==> src/rtl/uart_rx_fifo_pkg.sv <==
package uart_rx_fifo_pkg;
  localparam int unsigned DATA_W  = 8;
  localparam int unsigned ERR_W   = 4;
  localparam int unsigned WORD_W  = DATA_W + ERR_W;
  localparam int unsigned BRK_BIT = 10;
  localparam int unsigned BRK_ERR = BRK_BIT - DATA_W;
  typedef logic [WORD_W-1:0] rx_word_t;
  localparam rx_word_t BRK_WORD = rx_word_t'(1) << BRK_BIT;
endpackage

==> src/rtl/rxf_ctrl.sv <==
module rxf_ctrl #(
  parameter int unsigned DEPTH = 16,
  parameter int unsigned TRIG  = 1,
  localparam int unsigned PTR_W = $clog2(DEPTH),
  localparam int unsigned CNT_W = $clog2(DEPTH + 1)
) (
  input  logic             clk_i,
  input  logic             rst_ni,
  input  logic             fifo_en_i,
  input  logic             push_i,
  input  logic             brk_i,
  input  logic             pop_i,
  output logic             pop_ok_o,
  output logic             brk_ok_o,
  output logic             wr_en_o,
  output logic [PTR_W-1:0] wr_slot_o,
  output logic [PTR_W-1:0] rd_ptr_o,
  output logic             empty_o,
  output logic             full_o,
  output logic             ready_o,
  output logic             irq_o
);
  localparam logic [CNT_W-1:0] TRIG_C = CNT_W'(TRIG);
  localparam logic [CNT_W-1:0] DEP_C  = CNT_W'(DEPTH);
  localparam logic [PTR_W-1:0] MSK_C  = PTR_W'(DEPTH - 1);

  logic             mode_q;
  logic [PTR_W-1:0] ptr_q, ptr_a;
  logic [CNT_W-1:0] cnt_q, cnt_a;
  logic             empty_q, empty_a, full_q, full_a, irq_q, irq_a;
  logic             flush;
  logic [PTR_W-1:0] mask;
  logic [CNT_W-1:0] eff_dep;

  assign mask    = mode_q ? MSK_C : '0;
  assign eff_dep = mode_q ? DEP_C : CNT_W'(1);
  assign flush   = fifo_en_i != mode_q;
  assign pop_ok_o = pop_i & ~flush;
  assign brk_ok_o = brk_i & ~mode_q & ~flush;

  // pop is applied first, then the incoming word
  always_comb begin
    cnt_a     = cnt_q;
    ptr_a     = ptr_q;
    empty_a   = empty_q;
    full_a    = full_q;
    irq_a     = irq_q;
    wr_en_o   = 1'b0;
    wr_slot_o = '0;
    if (flush) begin
      cnt_a   = '0;
      ptr_a   = '0;
      empty_a = 1'b1;
      full_a  = 1'b0;
    end else begin
      if (pop_ok_o) begin
        full_a = 1'b0;
        if (cnt_a != '0) begin
          cnt_a = cnt_a - CNT_W'(1);
          ptr_a = (ptr_a + PTR_W'(1)) & mask;
        end
        if (cnt_a == '0) empty_a = 1'b1;
        if (cnt_a + CNT_W'(1) == TRIG_C) irq_a = 1'b0;
      end
      wr_slot_o = (ptr_a + cnt_a[PTR_W-1:0]) & mask;
      if ((push_i | brk_ok_o) && (cnt_a < eff_dep)) begin
        wr_en_o = 1'b1;
        cnt_a   = cnt_a + CNT_W'(1);
        empty_a = 1'b0;
        if (cnt_a == eff_dep) full_a = 1'b1;
        if (cnt_a == TRIG_C) irq_a = 1'b1;
      end
    end
  end

  always_ff @(posedge clk_i or negedge rst_ni) begin
    if (!rst_ni) begin
      mode_q  <= 1'b0;
      ptr_q   <= '0;
      cnt_q   <= '0;
      empty_q <= 1'b1;
      full_q  <= 1'b0;
      irq_q   <= 1'b0;
    end else begin
      mode_q  <= fifo_en_i;
      ptr_q   <= ptr_a;
      cnt_q   <= cnt_a;
      empty_q <= empty_a;
      full_q  <= full_a;
      irq_q   <= irq_a;
    end
  end

  assign rd_ptr_o = ptr_q;
  assign empty_o  = empty_q;
  assign full_o   = full_q;
  assign ready_o  = cnt_q < eff_dep;
  assign irq_o    = irq_q;
endmodule

==> src/rtl/rxf_store.sv <==
module rxf_store #(
  parameter int unsigned DEPTH  = 16,
  parameter int unsigned WORD_W = 12,
  localparam int unsigned PTR_W = $clog2(DEPTH)
) (
  input  logic              clk_i,
  input  logic              rst_ni,
  input  logic              wr_en_i,
  input  logic [PTR_W-1:0]  wr_slot_i,
  input  logic [WORD_W-1:0] wr_data_i,
  input  logic [PTR_W-1:0]  rd_ptr_i,
  output logic [WORD_W-1:0] rd_data_o
);
  logic [WORD_W-1:0] mem_q [DEPTH];
  logic [DEPTH-1:0]  wr_sel;

  for (genvar g = 0; g < DEPTH; g++) begin : g_sel
    assign wr_sel[g] = wr_en_i && (wr_slot_i == PTR_W'(g));
  end

  always_ff @(posedge clk_i or negedge rst_ni) begin
    if (!rst_ni) begin
      for (int i = 0; i < DEPTH; i++) mem_q[i] <= '0;
    end else begin
      for (int i = 0; i < DEPTH; i++) if (wr_sel[i]) mem_q[i] <= wr_data_i;
    end
  end

  assign rd_data_o = mem_q[rd_ptr_i];
endmodule

==> src/rtl/rxf_status.sv <==
module rxf_status #(
  parameter int unsigned ERR_W   = 4,
  parameter int unsigned BRK_ERR = 2
) (
  input  logic             clk_i,
  input  logic             rst_ni,
  input  logic             pop_ok_i,
  input  logic [ERR_W-1:0] pop_err_i,
  input  logic             brk_ok_i,
  input  logic             clr_i,
  output logic [ERR_W-1:0] stat_o
);
  logic [ERR_W-1:0] stat_q, stat_d;

  always_comb begin
    stat_d = stat_q;
    if (pop_ok_i) stat_d = pop_err_i;
    if (brk_ok_i) stat_d[BRK_ERR] = 1'b1;
    if (clr_i) stat_d = '0;
  end

  always_ff @(posedge clk_i or negedge rst_ni) begin
    if (!rst_ni) stat_q <= '0;
    else         stat_q <= stat_d;
  end

  assign stat_o = stat_q;
endmodule

==> src/rtl/uart_rx_fifo.sv <==
module uart_rx_fifo
  import uart_rx_fifo_pkg::*;
#(
  parameter int unsigned DEPTH = 16,
  parameter int unsigned TRIG  = 1
) (
  input  logic              clk_i,
  input  logic              rst_ni,
  input  logic              fifo_en_i,
  input  logic              push_i,
  input  logic [WORD_W-1:0] push_data_i,
  input  logic              brk_i,
  input  logic              pop_i,
  output logic [WORD_W-1:0] pop_data_o,
  input  logic              stat_clr_i,
  output logic [ERR_W-1:0]  stat_o,
  output logic              ready_o,
  output logic              empty_o,
  output logic              full_o,
  output logic              rx_irq_o
);
  localparam int unsigned PTR_W = $clog2(DEPTH);

  logic             pop_ok, brk_ok, wr_en;
  logic [PTR_W-1:0] wr_slot, rd_ptr;
  rx_word_t         wr_data, rd_data;

  rxf_ctrl #(.DEPTH(DEPTH), .TRIG(TRIG)) u_ctrl (
    .clk_i    (clk_i),
    .rst_ni   (rst_ni),
    .fifo_en_i(fifo_en_i),
    .push_i   (push_i),
    .brk_i    (brk_i),
    .pop_i    (pop_i),
    .pop_ok_o (pop_ok),
    .brk_ok_o (brk_ok),
    .wr_en_o  (wr_en),
    .wr_slot_o(wr_slot),
    .rd_ptr_o (rd_ptr),
    .empty_o  (empty_o),
    .full_o   (full_o),
    .ready_o  (ready_o),
    .irq_o    (rx_irq_o)
  );

  // break marker displaces a coincident push
  assign wr_data = brk_ok ? BRK_WORD : push_data_i;

  rxf_store #(.DEPTH(DEPTH), .WORD_W(WORD_W)) u_store (
    .clk_i    (clk_i),
    .rst_ni   (rst_ni),
    .wr_en_i  (wr_en),
    .wr_slot_i(wr_slot),
    .wr_data_i(wr_data),
    .rd_ptr_i (rd_ptr),
    .rd_data_o(rd_data)
  );

  rxf_status #(.ERR_W(ERR_W), .BRK_ERR(BRK_ERR)) u_stat (
    .clk_i    (clk_i),
    .rst_ni   (rst_ni),
    .pop_ok_i (pop_ok),
    .pop_err_i(rd_data[WORD_W-1:DATA_W]),
    .brk_ok_i (brk_ok),
    .clr_i    (stat_clr_i),
    .stat_o   (stat_o)
  );

  assign pop_data_o = rd_data;
endmodule

==> config.mk <==
export PLATFORM = sky130hd
export DESIGN_NAME = uart_rx_fifo
export DESIGN_NICKNAME = d
export VERILOG_FILES = /design/src/rtl/uart_rx_fifo_pkg.sv /design/src/rtl/rxf_ctrl.sv /design/src/rtl/rxf_store.sv /design/src/rtl/rxf_status.sv /design/src/rtl/uart_rx_fifo.sv
export SDC_FILE = /design/constraint.sdc
export NUM_CORES = 1
export LEC_CHECK = 0
export BUFFER_PORTS_ARGS = -buffer_cell sky130_fd_sc_hd__buf_2
export CAP_MARGIN = 20
export CORE_AREA = 2 2 185 169
export CTS_CLUSTER_DIAMETER = 30
export DETAILED_ROUTE_END_ITERATION = 7
export DIE_AREA = 0 0 187 171
export HOLD_SLACK_MARGIN = 0.05
export PLACE_DENSITY = 0.57
export RECOVER_POWER = 25
export SYNTH_ARGS = -nofsm -noshare
export SYNTH_HDL_FRONTEND = slang
export SYNTH_SLANG_ARGS = --single-unit
==> constraint.sdc <==
create_clock -name clk_i -period 4.2 [get_ports clk_i]
set_input_delay 0.42 -clock clk_i [delete_from_list [all_inputs] [get_ports clk_i]]
set_output_delay 0.42 -clock clk_i [all_outputs]
set_load 0.005 [all_outputs]
==> impl_metrics.csv, run 1 <==
group,metric,value,unit
synth,synthAdderAreaFrac,0.00965,
synth,synth_flop_cell,"dfrtp_1",
timing,tightest_slew,1.73,ns
synth,synthArstFlopShare,1.00,
power,ir_worst_vdd,0.335,mV
timing,fin_worst_skew,0.0342,ns
clock_network,clk_pin_slew,0.05,ns
min_path,min_path_type,"in2reg",
timing,setup_viol,0,
global_routing,grt_pass1_wl,41600,um
timing,rsz0062_at_grt,"false",
floorplanning,dieArea,32000,sq um
timing,max_freq,0.253,GHz
power,clkPwrFrac,0.458,
final_layout,drive_gt1_frac,0.415,
final_layout,fill_cells,2787,
clock_network,cts_buffers,45,
critical_path,path_common_cell,"buf_4",
critical_path,cpMaxStageDelayCell,"dfrtp_1",
global_routing,met2_usage,0.266,
job,drv_cap,1,
clock_network,clk_latency,0.54,ns
synth,ys_ff_latch,209,
timing,timing.final.crit_share,0.941,
synth,synth_common_cells,"dfrtp_1 (208), mux2_2 (96), mux2_1 (84)",
outcome,outcome,"complete, but fails checks",
final_layout,area_growth,24.1,%
clock_network,cts_num_sinks,209,
synth,synth_edf_count,0,
clock_network,clockRootBuffer,"clkbuf_16",
global_routing,use_met1,0.240,
critical_path,path_buf_inv,5,
synth,synth_top_family_by_area,"multiplexers",
critical_path,critPathCaptureType,"flip-flop",
global_routing,busiest_layer,"met2",
critical_path,critical_path.top_delay_family,"simple AND/OR/NAND/NOR gates",
critical_path,critPathMaxFanout,7,
timing,hold_ws,0.0885,ns
critical_path,start_kind,"flip-flop",
power,p_seq_frac,0.339,
synth,seq_area_frac_synth,0.504,
synth,synthCells,736,
synth,synth_xor_area_frac,0.0144,
route,drt_iter0_drc,354,
global_routing,met3_usage,0.0322,
power,p_comb_frac,0.204,
final_layout,fin_nets,847,
power,power.leakage,5.93,nW
synth,synthesis.area,10400,sq um
global_routing,grt_usage,0.170,
floorplanning,fp-row-count,61,
synth,synth_compound_area_frac,0.0381,
placement,place_congestion,0.878,
clock_network,max-clock-path-buffers,3,
global_routing,grt_max_degree,122,
power,intPower,5.64,mW
global_routing,grt_pass1_vias,6942,
synth,synth_top_area_cell,"dfrtp_1",
floorplanning,chipWidth,187,um
clock_network,cts_max_level,2,
route,first_pass_iters,5,
critical_path,path_cells,"inv_1 > ha_1 > nor4b_4 > nor3_1 > buf_4 > xnor2_1 > ha_1 > inv_1 > o31ai_2 > o211ai_1 > buf_4 > or3_1 > nor3_2 > buf_4 > mux2_2",
synth,synth.area.top_cells,"dfrtp_1 (50%), mux4_2 (13%), mux2_2 (10%)",
critical_path,required,4.61,ns
route,wl,26200,um
synth,synth_simple_gate_area_frac,0.0765,
route,drc,0,
synth,synth_top_cell_area_share,0.502,
floorplanning,coreArea,30300,sq um
route,num_vias,6566,
floorplanning,start_util,0.342,
critical_path,slowest_delay,0.44,ns
timing,finalMaxSlewViolations,32,
power,powerDensity,604,nW/um^2
synth,synthMuxAreaShare,0.327,
critical_path,rrSetupSlack,0.25,ns
synth,yosysWarnings,0,
route,vias_per_cell,5.19,
route,post_drt_wl_per_cell,20.7,um
global_routing,overflow,0,
power,power.switching,2.13,mW
synth,ys_types,61,
global_routing,antenna_found_initial,0,
synth,syn_avg_cell_area,14.1,sq um
timing,hold_viol,0,
floorplanning,io_pins,39,
power,p_sw_frac,0.274,
placement,place_ws,0.236,ns
route,ant_nets,0,
placement,portBuffers,38,
timing,slew_headroom,-0.154,
critical_path,worstSetupPathType,"reg2reg",
timing,min_period,3.95,ns
placement,dp_hpwl,16800,um
outcome,violations,"capacitance limit, slew limit",
critical_path,cp.arrival,4.37,ns
timing,setup_tns,0,ns
clock_network,cts_tree,"built",
synth,yosysMostFrequentCell,"dfrtp_1",
synth,synth_nets,763,
floorplanning,die_y,171,um
timing,setup_ws,0.246,ns
routing by layer:
layer | up-vias | wire (um) | part of all wire
li1 | 2919 | - | -
met1 | 3466 | 12700 | 0.48
met2 | 138 | 12000 | 0.46
met3 | 43 | 1040 | 0.040
met4 | 0 | 476 | 0.018
met5 | - | 0 | 0
worst paths after layout:
| path | start | cells after the start | endpoint |
|---|---|---|---|
| max | u_ctrl.cnt_q[0]$_DFF_PN0_ | 15 | u_store.mem_q[107]$_DFFE_PN0P_ |
| min | stat_clr_i | 2 | u_stat.stat_o[0]$_DFFE_PN0P_ |
| max reg2reg | u_ctrl.cnt_q[0]$_DFF_PN0_ | 15 | u_store.mem_q[107]$_DFFE_PN0P_ |
| min reg2reg | u_store.mem_q[68]$_DFFE_PN0P_ | 1 | u_store.mem_q[68]$_DFFE_PN0P_ |
| max in group asynchronous | rst_ni | 3 | u_store.mem_q[37]$_DFFE_PN0P_ |
| min in group asynchronous | rst_ni | 2 | u_store.mem_q[75]$_DFFE_PN0P_ |
per-stage QoR:
stage	instances	utilization	total power [mW]	instance area (sq um)
floorplan	736	-	3.70	10400
global placement	1180	0.372	4.20	11300
detailed placement	1180	0.372	4.24	11300
CTS	1262	0.424	7.84	12800
global route	1264	0.425	8.16	12900
finish	1266	0.425	7.77	12900
cell usage in the layout (no fill, tap or decap), types with 3 or more instances in the layout:
cell type	synthesis	routed
clkinvlp_4	0	7
mux4_2	60	60
ha_1	8	8
dfrtp_1	208	206
buf_2	18	37
clkbuf_16	0	47
inv_1	14	14
nand2b_1	3	3
and2_0	11	11
nor2_1	15	15
clkinv_2	0	9
clkbuf_1	28	10
xor2_1	3	3
a21oi_1	9	9
o221ai_1	12	12
o31a_1	3	3
nor3_2	7	7
nor3_1	9	9
nand3_1	6	6
xnor2_1	5	5
buf_12	0	3
buf_4	4	49
mux2_2	96	96
a31oi_1	5	5
clkinv_4	0	5
or3_1	3	3
mux2_1	84	84
nand3_2	8	8
nand4_1	3	3
nand2_1	58	58
bufinv_16	0	6
o21ai_0	8	8
power groups by stage:
stage          combinational (mW)  clock [mW]  sequential, mW
5_1_grt                      1.74        3.74            2.68
6_report                     1.58        3.56            2.63
3_5_place_dp                 1.58           0            2.66
2_1_floorplan                1.11           0            2.58
4_1_cts                      1.59        3.62            2.63
3_3_place_gp                 1.56           0            2.65
cell type report:
cell class                      count  area [sq um]  share of cell area
Multi-Input combinational cell    455          4840               0.376
Timing Repair Buffer               94           662              0.0514
Antenna cell                        2          5.00            0.000389
Sequential cell                   209          5240               0.407
Clock buffer                       54          1200              0.0934
Clock inverter                     28           352              0.0273
Tap cell                          409           512              0.0398
Inverter                           15          56.3             0.00438
worst reg2reg max path: stages, from the launching register on:
cell      delay (ns)
dfrtp_1         0.44
inv_1           0.11
ha_1            0.22
nor4b_4         0.14
nor3_1          0.29
buf_4           0.18
xnor2_1         0.18
ha_1            0.21
inv_1           0.05
o31ai_2         0.29
o211ai_1        0.28
buf_4           0.26
or3_1           0.40
nor3_2          0.17
buf_4           0.26
mux2_2          0.36
cell families (layout without fill, tap and decap cells):
logic type	count (synthesis)	in the layout
buffers and inverters	72	191
adders and majority gates	8	8
and+or+nand+nor	142	142
AOI/OAI and AO/OA	53	53
DFF	209	209
muxes	241	241
xor gates and xnor gates	11	11
other	0	2
state kept, by name, indices dropped and copies added, names as in the netlist:
register,count
u_ctrl.irq_o,1
u_ctrl.cnt_q,5
u_ctrl.mode_q,1
u_ctrl.empty_o,1
u_store.mem_q,192
u_stat.stat_o,4
u_ctrl.rd_ptr_o,4
u_ctrl.full_o,1
repair_timing:
action | 4_1_cts | 5_1_grt
hold endpoints to repair | 0 | 11
setup buffers | 0 | 0
setup endpoints to repair | 0 | 33
hold buffers | 0 | 1
resized for setup | 0 | 2
Power figures use the tool's default switching activity.
==> inputs of run 2 (changes only) <==
--- a/config.mk
+++ b/config.mk
@@ -5,14 +5,14 @@
 export SDC_FILE = /design/constraint.sdc
 export NUM_CORES = 1
 export LEC_CHECK = 0
-export BUFFER_PORTS_ARGS = -buffer_cell sky130_fd_sc_hd__buf_2
+export BUFFER_PORTS_ARGS = -buffer_cell sky130_fd_sc_hd__clkbuf_2
 export CAP_MARGIN = 20
 export CORE_AREA = 2 2 185 169
 export CTS_CLUSTER_DIAMETER = 30
 export DETAILED_ROUTE_END_ITERATION = 7
 export DIE_AREA = 0 0 187 171
 export HOLD_SLACK_MARGIN = 0.05
-export PLACE_DENSITY = 0.57
+export PLACE_DENSITY = 0.56
 export RECOVER_POWER = 25
 export SYNTH_ARGS = -nofsm -noshare
 export SYNTH_HDL_FRONTEND = slang
==> constraint.sdc (replaced) <==
create_clock -name clk_i -period 4.7 [get_ports clk_i]
set_input_delay 0.47 -clock clk_i [delete_from_list [all_inputs] [get_ports clk_i]]
set_output_delay 0.47 -clock clk_i [all_outputs]
set_load 0.005 [all_outputs]
==> impl_metrics.csv, run 2 (same netlist as run 1, synthesis figures left out) <==
group,metric,value,unit
timing,slew_headroom,-0.804,
critical_path,cp.arrival,4.72,ns
critical_path,critPathCaptureType,"flip-flop",
route,drc,0,
critical_path,slowest_delay,0.71,ns
placement,portBuffers,38,
global_routing,use_met1,0.245,
min_path,min_path_type,"in2reg",
final_layout,layout_common_cells,"dfrtp_1 (206), mux2_2 (96), mux2_1 (84)",
critical_path,critPathMaxFanout,10,
power,p_seq_frac,0.352,
route,post_drt_wl_per_cell,20.9,um
critical_path,rrSetupSlack,0.37,ns
power,intPower,4.78,mW
global_routing,grt_usage,0.169,
floorplanning,fp-row-count,61,
floorplanning,chipWidth,187,um
final_layout,largest_register,"u_store.mem_q",
power,p_comb_frac,0.204,
placement,place_ws,0.436,ns
power,powerDensity,530,nW/um^2
global_routing,antenna_found_initial,0,
critical_path,required,5.09,ns
clock_network,cts_num_sinks,209,
power,power.switching,1.92,mW
critical_path,path_cells,"inv_1 > ha_1 > nand2b_1 > a2111oi_0 > nor2_1 > inv_1 > ha_1 > o21ai_1 > o221ai_2 > xnor3_2 > buf_4 > nor3_2 > buf_4 > mux2_2",
power,clkPwrFrac,0.444,
floorplanning,start_util,0.342,
critical_path,cpMaxStageDelayCell,"a2111oi_0",
timing,setup_viol,0,
placement,dp_hpwl,16500,um
critical_path,r2r_cells,14,
final_layout,drive_gt1_frac,0.406,
final_layout,fin_nets,830,
clock_network,clk_latency,0.54,ns
route,wl,26100,um
timing,fin_worst_skew,0.0368,ns
timing,finalMaxSlewViolations,139,
clock_network,max-clock-path-buffers,3,
clock_network,hold_buffers,0,
final_layout,fill_cells,2821,
final_layout,area_growth,22.0,%
timing,rsz0062_at_grt,"false",
placement,placed_cell_area,11200,sq um
floorplanning,coreArea,30300,sq um
route,first_pass_iters,7,
clock_network,clockRootBuffer,"clkbuf_16",
global_routing,grt_pass1_wl,41300,um
clock_network,cts_max_level,2,
final_layout,design_area,12700,sq um
global_routing,grt_max_degree,105,
route,ant_nets,0,
power,power,6.70,mW
route,drt_iter0_drc,357,
route,num_vias,6538,
timing,setup_ws,0.370,ns
final_layout,largestRegisters,"u_store.mem_q: 192 flops, u_ctrl.cnt_q: 5 flops",
final_layout,largest_reg_flops,192,
final_layout,layout_commonest_cell,"dfrtp_1",
placement,place_congestion,0.829,
route,vias_per_cell,5.24,
outcome,outcome,"complete, but fails checks",
outcome,violations,"capacitance limit, slew limit",
power,ir_worst_vdd,0.304,mV
timing,min_period,4.33,ns
floorplanning,dieArea,32000,sq um
global_routing,overflow,0,
job,drv_cap,2,
global_routing,busiest_layer,"met2",
min_path,hold_depth,2,
timing,hold_ws,0.148,ns
power,power.leakage,5.86,nW
global_routing,grt_pass1_vias,6832,
floorplanning,die_y,171,um
clock_network,cts_tree,"built",
clock_network,clk_pin_slew,0.05,ns
timing,setup_tns,0,ns
critical_path,worstSetupPathType,"reg2reg",
timing,timing.final.crit_share,0.921,
global_routing,met2_usage,0.253,
clock_network,cts_buffers,44,
critical_path,start_kind,"flip-flop",
timing,tightest_slew,2.71,ns
timing,max_freq,0.231,GHz
power,p_sw_frac,0.286,
clock_network,cts.repair.resized,0,
timing,hold_viol,0,
floorplanning,io_pins,39,
clock_network,cts_setup_buffers,0,
global_routing,met3_usage,0.0345,
run 2: worst max-delay path: cells and delay by family (launching register included):
kind                     cells  cell delay (ns)
XOR/XNOR                     1             0.50
AND/OR/NAND/NOR              3             0.55
multiplexers                 1             0.37
AO/OA/AOI/OAI                3             0.95
buffers and inverters        4             0.81
adder cells (fa/ha/maj)      2             0.57
flip-flops                   1             0.44
run 2: final cells by class:
class                      count  area (sq um)  share of cell area
tap                          409           512              0.0404
antenna                        1          2.50            0.000198
clock buffer                  57          1230              0.0972
inverter                      15          56.3             0.00445
sequential                   209          5240               0.414
clock inverter                24           233              0.0184
timing repair buffer          78           548              0.0433
multi-input combinational    455          4830               0.382
run 2: metrics by stage:
stage | utilization | instances
floorplan | - | 736
global placement | 0.370 | 1166
detailed placement | 0.370 | 1166
CTS | 0.418 | 1247
global route | 0.417 | 1247
finish | 0.418 | 1248
run 2: worst paths after layout:
path,start,to
hold reg to reg,u_store.mem_q[145]$_DFFE_PN0P_,u_store.mem_q[145]$_DFFE_PN0P_
setup / recovery,u_ctrl.cnt_q[0]$_DFF_PN0_,u_store.mem_q[168]$_DFFE_PN0P_
setup reg to reg,u_ctrl.cnt_q[0]$_DFF_PN0_,u_store.mem_q[168]$_DFFE_PN0P_
max in group asynchronous,rst_ni,u_store.mem_q[121]$_DFFE_PN0P_
min in group asynchronous,rst_ni,u_store.mem_q[6]$_DFFE_PN0P_
hold / removal,stat_clr_i,u_stat.stat_o[1]$_DFFE_PN0P_
run 2: per-layer routing:
layer  vias up  part of all wire
met1      3429              0.48
met5         -                 0
met3        53             0.054
met2       169              0.44
li1       2887                 -
met4         0             0.027
run 2: power groups by stage:
| stage | registers (mW) | clock network, mW | logic [mW] |
|---|---|---|---|
| after floorplan | 2.31 | 0 | 0.996 |
| after global placement | 2.37 | 0 | 1.36 |
| after detailed placement | 2.38 | 0 | 1.38 |
| after CTS | 2.35 | 3.04 | 1.38 |
| after global routing | 2.40 | 3.14 | 1.50 |
| final | 2.36 | 2.98 | 1.37 |
